$ cat src/rtl/gbp_pkg.sv
package gbp_pkg;
  localparam int ADDR_W_DEF  = 32;
  localparam int IDX_W_DEF   = 4;
  localparam int IDX_LSB_DEF = 2;
  localparam int CNT_W_DEF   = 16;

  // Entry index: shift the address down to the first index bit.
  function automatic logic [15:0] shift_index(logic [63:0] addr, int lsb);
    return 16'(addr >> lsb);
  endfunction

  // A prediction was right when the stored bit matches the outcome.
  function automatic logic was_correct(logic stored, logic actual);
    return ~(stored ^ actual);
  endfunction
endpackage

$ cat src/rtl/gbp_table.sv
module gbp_table #(
  parameter int IDX_W = 4
) (
  input  logic             clk,
  input  logic             rst,
  input  logic [IDX_W-1:0] rd_idx,
  output logic             rd_bit,
  input  logic             wr_en,
  input  logic [IDX_W-1:0] wr_idx,
  input  logic             wr_bit,
  output logic             cur_bit
);
  localparam int DEPTH = 1 << IDX_W;

  logic [DEPTH-1:0] bits_q;

  always_ff @(posedge clk) begin
    if (rst)        bits_q <= '0;
    else if (wr_en) bits_q[wr_idx] <= wr_bit;
  end

  assign rd_bit  = bits_q[rd_idx];
  assign cur_bit = bits_q[wr_idx];

  p_reset_clears_r2: assert property (@(posedge clk) rst |=> bits_q == '0);
  p_entry_overwrite_r1: assert property (@(posedge clk) disable iff (rst)
    wr_en |=> bits_q[$past(wr_idx)] == $past(wr_bit));
  p_neighbours_kept_r6: assert property (@(posedge clk) disable iff (rst)
    wr_en |=> ((bits_q ^ $past(bits_q)) & ~(DEPTH'(1) << $past(wr_idx))) == '0);
  p_idle_hold_r9: assert property (@(posedge clk) disable iff (rst)
    !wr_en |=> $stable(bits_q));
endmodule

$ cat src/rtl/gbp_history.sv
module gbp_history (
  input  logic clk,
  input  logic rst,
  input  logic upd,
  input  logic dir,
  output logic glob
);
  always_ff @(posedge clk) begin
    if (rst)      glob <= 1'b0;
    else if (upd) glob <= dir;
  end

  p_glob_reset_r2: assert property (@(posedge clk) rst |=> !glob);
  p_glob_tracks_r4: assert property (@(posedge clk) disable iff (rst)
    upd |=> glob == $past(dir));
  p_glob_idle_r9: assert property (@(posedge clk) disable iff (rst)
    !upd |=> $stable(glob));
endmodule

$ cat src/rtl/gbp_stats.sv
module gbp_stats #(
  parameter int CNT_W = 16
) (
  input  logic             clk,
  input  logic             rst,
  input  logic             bump,
  input  logic             hit,
  output logic [CNT_W-1:0] total,
  output logic [CNT_W-1:0] correct
);
  always_ff @(posedge clk) begin
    if (rst) begin
      total   <= '0;
      correct <= '0;
    end else if (bump) begin
      total   <= total + CNT_W'(1);
      correct <= correct + CNT_W'(hit);
    end
  end

  p_stats_reset_r2: assert property (@(posedge clk) rst |=> (total == '0 && correct == '0));
  p_total_step_r8: assert property (@(posedge clk) disable iff (rst)
    bump |=> total == $past(total) + CNT_W'(1));
  p_correct_bound_r8: assert property (@(posedge clk) disable iff (rst)
    correct <= total);
  p_stats_idle_r9: assert property (@(posedge clk) disable iff (rst)
    !bump |=> ($stable(total) && $stable(correct)));
endmodule

$ cat src/rtl/gsel_branch_predictor.sv
module gsel_branch_predictor #(
  parameter int ADDR_W  = gbp_pkg::ADDR_W_DEF,
  parameter int IDX_W   = gbp_pkg::IDX_W_DEF,
  parameter int IDX_LSB = gbp_pkg::IDX_LSB_DEF,
  parameter int CNT_W   = gbp_pkg::CNT_W_DEF
) (
  input  logic              clk,
  input  logic              rst,
  input  logic [ADDR_W-1:0] lk_pc,
  output logic              lk_taken,
  output logic              lk_sel,
  input  logic              up_valid,
  input  logic [ADDR_W-1:0] up_pc,
  input  logic              up_sel,
  input  logic              up_taken,
  output logic [CNT_W-1:0]  cnt_total,
  output logic [CNT_W-1:0]  cnt_correct
);
  localparam int NTAB = 2;

  logic [IDX_W-1:0] lk_idx;
  logic [IDX_W-1:0] up_idx;
  logic [NTAB-1:0]  rd_bits;
  logic [NTAB-1:0]  cur_bits;
  logic [NTAB-1:0]  wr_hits;
  logic             glob;
  logic             upd_hit;

  assign lk_idx = IDX_W'(gbp_pkg::shift_index(64'(lk_pc), IDX_LSB));
  assign up_idx = IDX_W'(gbp_pkg::shift_index(64'(up_pc), IDX_LSB));

  for (genvar t = 0; t < NTAB; t++) begin : g_tab
    assign wr_hits[t] = up_valid && (up_sel == 1'(t));
    gbp_table #(.IDX_W(IDX_W)) u_tab (
      .clk    (clk),
      .rst    (rst),
      .rd_idx (lk_idx),
      .rd_bit (rd_bits[t]),
      .wr_en  (wr_hits[t]),
      .wr_idx (up_idx),
      .wr_bit (up_taken),
      .cur_bit(cur_bits[t])
    );
  end

  gbp_history u_hist (
    .clk (clk),
    .rst (rst),
    .upd (up_valid),
    .dir (up_taken),
    .glob(glob)
  );

  assign upd_hit = gbp_pkg::was_correct(cur_bits[up_sel], up_taken);

  gbp_stats #(.CNT_W(CNT_W)) u_stats (
    .clk    (clk),
    .rst    (rst),
    .bump   (up_valid),
    .hit    (upd_hit),
    .total  (cnt_total),
    .correct(cnt_correct)
  );

  assign lk_sel   = glob;
  assign lk_taken = rd_bits[glob];

  p_one_writer_r6: assert property (@(posedge clk) disable iff (rst)
    $onehot0(wr_hits));
  p_write_follows_valid_r9: assert property (@(posedge clk) disable iff (rst)
    up_valid |-> $countones(wr_hits) == 1);
  p_same_entry_seen_r7: assert property (@(posedge clk) disable iff (rst)
    (up_valid && up_sel == glob) |=> rd_bits[$past(up_sel)] == $past(up_taken)
      || lk_idx != $past(up_idx));
endmodule

$ cat config.mk
export PLATFORM = sky130hd
export DESIGN_NAME = gsel_branch_predictor
export DESIGN_NICKNAME = d
export VERILOG_FILES = /design/src/rtl/gbp_pkg.sv /design/src/rtl/gbp_table.sv /design/src/rtl/gbp_history.sv /design/src/rtl/gbp_stats.sv /design/src/rtl/gsel_branch_predictor.sv
export SDC_FILE = /design/constraint.sdc
export NUM_CORES = 1
export LEC_CHECK = 0
export BUFFER_PORTS_ARGS = -buffer_cell sky130_fd_sc_hd__buf_2
export CAP_MARGIN = 10
export CORE_UTILIZATION = 45
export CTS_CLUSTER_DIAMETER = 200
export DETAILED_ROUTE_END_ITERATION = 16
export GPL_ROUTABILITY_DRIVEN = 0
export GPL_TIMING_DRIVEN = 0
export PLACE_DENSITY_LB_ADDON = 0.05
export SLEW_MARGIN = 20
export SYNTH_ARGS = -nofsm -noshare
export SYNTH_HDL_FRONTEND = slang
export SYNTH_SLANG_ARGS = --single-unit
$ cat constraint.sdc
create_clock -name clk -period 3.7 [get_ports clk]
set_input_delay 0.37 -clock clk [delete_from_list [all_inputs] [get_ports clk]]
set_output_delay 0.37 -clock clk [all_outputs]
set_load 0.02 [all_outputs]
==> results by group <==
Run status
  – Status: completed

Synthesis
  – Post-synth cell types: 32
  – Number of warnings issued by yosys: 0
  – EDFF count, synth: 0
  – Post-synthesis cell type with the largest combined area: sky130_fd_sc_hd__dfxtp_1
  – Most frequent cell after synthesis: sky130_fd_sc_hd__nor2_1
  – Part of the Yosys area used for sequential elements: 39.6%
  – Post-synth design cell area: 3280 um2
  – Number of instances in the synthesized netlist: 366
  – Largest cells by area after synthesis: sky130_fd_sc_hd__dfxtp_1, sky130_fd_sc_hd__mux2i_1, sky130_fd_sc_hd__mux4_2, sky130_fd_sc_hd__nor2_1, sky130_fd_sc_hd__nand2_1
  – Register bit total from synthesis: 65
  – Share of flip-flops with an asynchronous set or reset after synthesis: 0%
  – Number of nets produced by synthesis: 439
  – Avg Inst Size Synth: 8.97 um2
  – Commonest cells post-synth: sky130_fd_sc_hd__nor2_1, sky130_fd_sc_hd__dfxtp_1, sky130_fd_sc_hd__mux2i_1
  – Dominant register cell in the synthesized netlist: sky130_fd_sc_hd__dfxtp_1
  – Fraction of post-synthesis cell area in the top cell type by area: 39.6%

Timing
  – Min Clock Period, post-route: 3.27 ns
  – Slew Limit Fails: 0
  – Worst-case clock skew: 0.00837 ns
  – Relative slew slack: 56.8%
  – Final Hold Violating Endpoints: 0
  – Unrepaired setup endpoints after global routing: no
  – Setup violations, final: 0
  – Share of the clock period used by the worst path after layout: 88.4%
  – Worst-Margin Slew: 0.646 ns
  – Aggregate negative setup slack: 0 ns
  – Highest clock rate: 0.306 GHz

Detailed routing
  – Wire per inst: 14.3 um
  – Met1 WL: 3670 um
  – Drt first-iter violations: 136
  – Post-detailed-route via-to-cell ratio: 5.30
  – Top layer used by detailed routing: met4
  – Detail Route met2 WL: 3340 um
  – Total Routed Length: 7420 um
  – Post-DRT Antenna Nets: 0
  – Remaining DRCs: 0
  – Total iterations of the first detailed-routing run: 4
  – Met3 routed wirelength: 245 um
  – Via count: 2,745

Setup path
  – End of the worst register-to-register path: u_stats.correct[15]
  – Origin of the worst setup path: up_pc[2]
  – Crit Path Category: in -> reg
  – Slowest stage cell, crit path: sky130_fd_sc_hd__clkbuf_1
  – Worst R2R Start: g_tab[1].u_tab.bits_q[14]
  – Signal arrival time at the worst endpoint: 3.53 ns
  – Worst Path Max Fanout: 10
  – Number of cells on the worst reg-to-reg path: 11
  – Capturing element type of the critical path: flop
  – Crit path capture: u_stats.correct[15]
  – Worst path required time: 3.96 ns
  – Worst-path cell chain: buf_2 > clkbuf_1 > nand2_1 > o22ai_1 > a221oi_1 > o2111ai_1 > xor2_1 > ha_1 > and4_1 > and2_1 > nand3_1 > or3_1 > a21oi_1
  – Startpoint Class: input port
  – Register-to-register path setup slack: 0.89 ns
  – Stage delay of the slowest cell on the critical path: 0.42 ns

Power
  – Leakage component of the power: 1.57 nW
  – Int Pwr: 0.987 mW
  – Relative contribution of sequential cells to total power: 53.4%
  – Combinational Power Share: 8.9%
  – Worst-case vdd ir drop: 178 uV
  – Clock power share: 37.7%
  – Reported net switching power: 0.352 mW
  – Pwr Density: 356 nW/um2
  – Sum of internal, switching and leakage power: 1.34 mW
  – Switching part of the total: 26.3%

Floorplanning
  – I/O pin count: 103
  – Chip width: 87.4 um
  – Effective utilization at floorplan: 47.5%
  – Full die area: 7640 um2
  – Cell row count: 30
  – Height of the chip: 87.4 um
  – Core outline area: 6910 um2

Placed design
  – HPWL after DPL: 5340 um
  – Placed cells: 502
  – Number of buffers added on ports: 40

Clock tree
  – PostCTS Resize Cnt: 0
  – Clock-pin slew on the worst setup and hold paths: 0.07 ns
  – Maximum number of buffers from clock root to sink: 2
  – CTS H-Tree Depth: 3
  – Root cell of the clock tree: sky130_fd_sc_hd__clkbuf_8
  – Sink Count: 65
  – Worst skew pair latency: 0.33 ns
  – Number of post-CTS setup repair buffers: 0
  – Clock tree from TritonCTS: done
  – Number of CTS-inserted buffers: 9
  – Hold-fix buffers at CTS: 0

Global routing
  – Initial antenna violation count: 0
  – First-pass GRT wire length: 12,200 um
  – Overflow left after global routing: 0
  – Gr usage total: 21.0%
  – Via count of the first global-routing pass: 2,477
  – Largest net degree at the start of global routing: 12

Layout
  – Antenna Diode Count: 0
  – Growth of design area from synthesis to finish: 14.7%
  – Number of standard cells in the final layout excluding fillers: 518
  – Fill count: 684
  – Fraction of final layout cells with drive strength greater than 1: 18.7%
  – Number of nets in the layout: 490

Min path
  – Path category of the worst min-delay check: in -> reg

Flow run
  – Max cap viols: 0
worst min-delay path by stage:
stage                                   start                        end  slack [ns]  cells after the start
finish                               up_pc[2]   g_tab[1].u_tab.bits_q[2]        0.42                      4
global route                         up_pc[2]   g_tab[1].u_tab.bits_q[2]        0.42                      4
CTS                                  up_pc[2]   g_tab[1].u_tab.bits_q[2]        0.41                      4
detailed placement  g_tab[1].u_tab.bits_q[13]  g_tab[1].u_tab.bits_q[13]        0.48                      2
global placement          u_stats.correct[15]        u_stats.correct[15]        0.47                      2
floorplan            g_tab[1].u_tab.bits_q[2]   g_tab[1].u_tab.bits_q[2]        0.45                      2
per-layer routing:
layer | GRT usage [%] | vias to the layer above
met5 | 0 | -
met2 | 31.0 | 57
met4 | 8.94 | 0
met3 | 3.79 | 14
met1 | 29.8 | 1296
li1 | - | 1378
registers in the layout, summed over array words and instances, names as in the netlist:
register / count
g_tab.u_tab.bits_q: 32
u_hist.glob: 1
u_stats.correct: 16
u_stats.total: 16
cells in the final DEF, fill, tap and decap left out, drive strengths merged:
cell type,count
clkinvlp,2
nand3,14
nand3b,1
nand2,36
clkbuf,21
o22ai,2
a22o,1
or3,4
o21ai,14
nand4b,2
ha,4
nor3b,1
mux2i,37
and2,1
nor3,8
nor2,68
inv,1
nor2b,4
nand2b,5
clkinv,4
xnor2,11
a21oi,15
and3,4
dfxtp,65
a221oi,1
o2111ai,1
mux2,5
and4,2
mux4,12
nand4,10
buf,51
xor2,15
power by group through the flow:
| stage | sequential (mW) | clock, mW | combinational (mW) |
|---|---|---|---|
| 5_1_grt | 0.716 | 0.561 | 0.131 |
| 3_3_place_gp | 0.731 | 0 | 0.118 |
| 4_1_cts | 0.715 | 0.522 | 0.119 |
| 6_report | 0.715 | 0.505 | 0.119 |
| 3_5_place_dp | 0.731 | 0 | 0.119 |
| 2_1_floorplan | 0.736 | 0 | 0.0772 |
area by class of cell:
cell class | count | area, um2 | share of cell area, %
Timing Repair Buffer | 40 | 200 | 5.32
Multi-Input combinational cell | 278 | 1880 | 50.0
Sequential cell | 65 | 1300 | 34.6
Inverter | 1 | 3.75 | 0.0997
Clock inverter | 6 | 35.0 | 0.930
Buffer | 22 | 93.8 | 2.49
Tap cell | 96 | 120 | 3.19
Clock buffer | 10 | 128 | 3.39
logic make-up (layout without fill, tap and decap cells):
kind of cell / Yosys count / in the layout / share of synthesized area [%]
flops: 65 / 65 / 39.6
buf+inv: 23 / 79 / 2.97
xor+xnor: 26 / 26 / 6.94
simple gates: 160 / 160 / 22.1
compound gates: 34 / 34 / 5.60
mux: 54 / 54 / 21.2
fa+ha+maj: 4 / 4 / 1.52
metrics by stage:
stage	setup WS (ns)	hold WS, ns	util [%]	instance area (um2)
6_report	0.430	0.417	54.5	3770
5_1_grt	0.237	0.425	54.5	3770
4_1_cts	0.465	0.409	54.5	3770
3_5_place_dp	0.149	0.478	52.2	3600
3_3_place_gp	0.173	0.466	52.2	3600
2_1_floorplan	0.810	0.445	-	3280
critical path: cells and delay by family:
family	cells	cell delay, ns
buffers and inverters	2	0.53
xor gates and xnor gates	1	0.22
and+or+nand+nor	5	1.43
AOI/OAI and AO/OA	4	0.80
adders and majority gates	1	0.17
(Power assumes the default switching activity.)
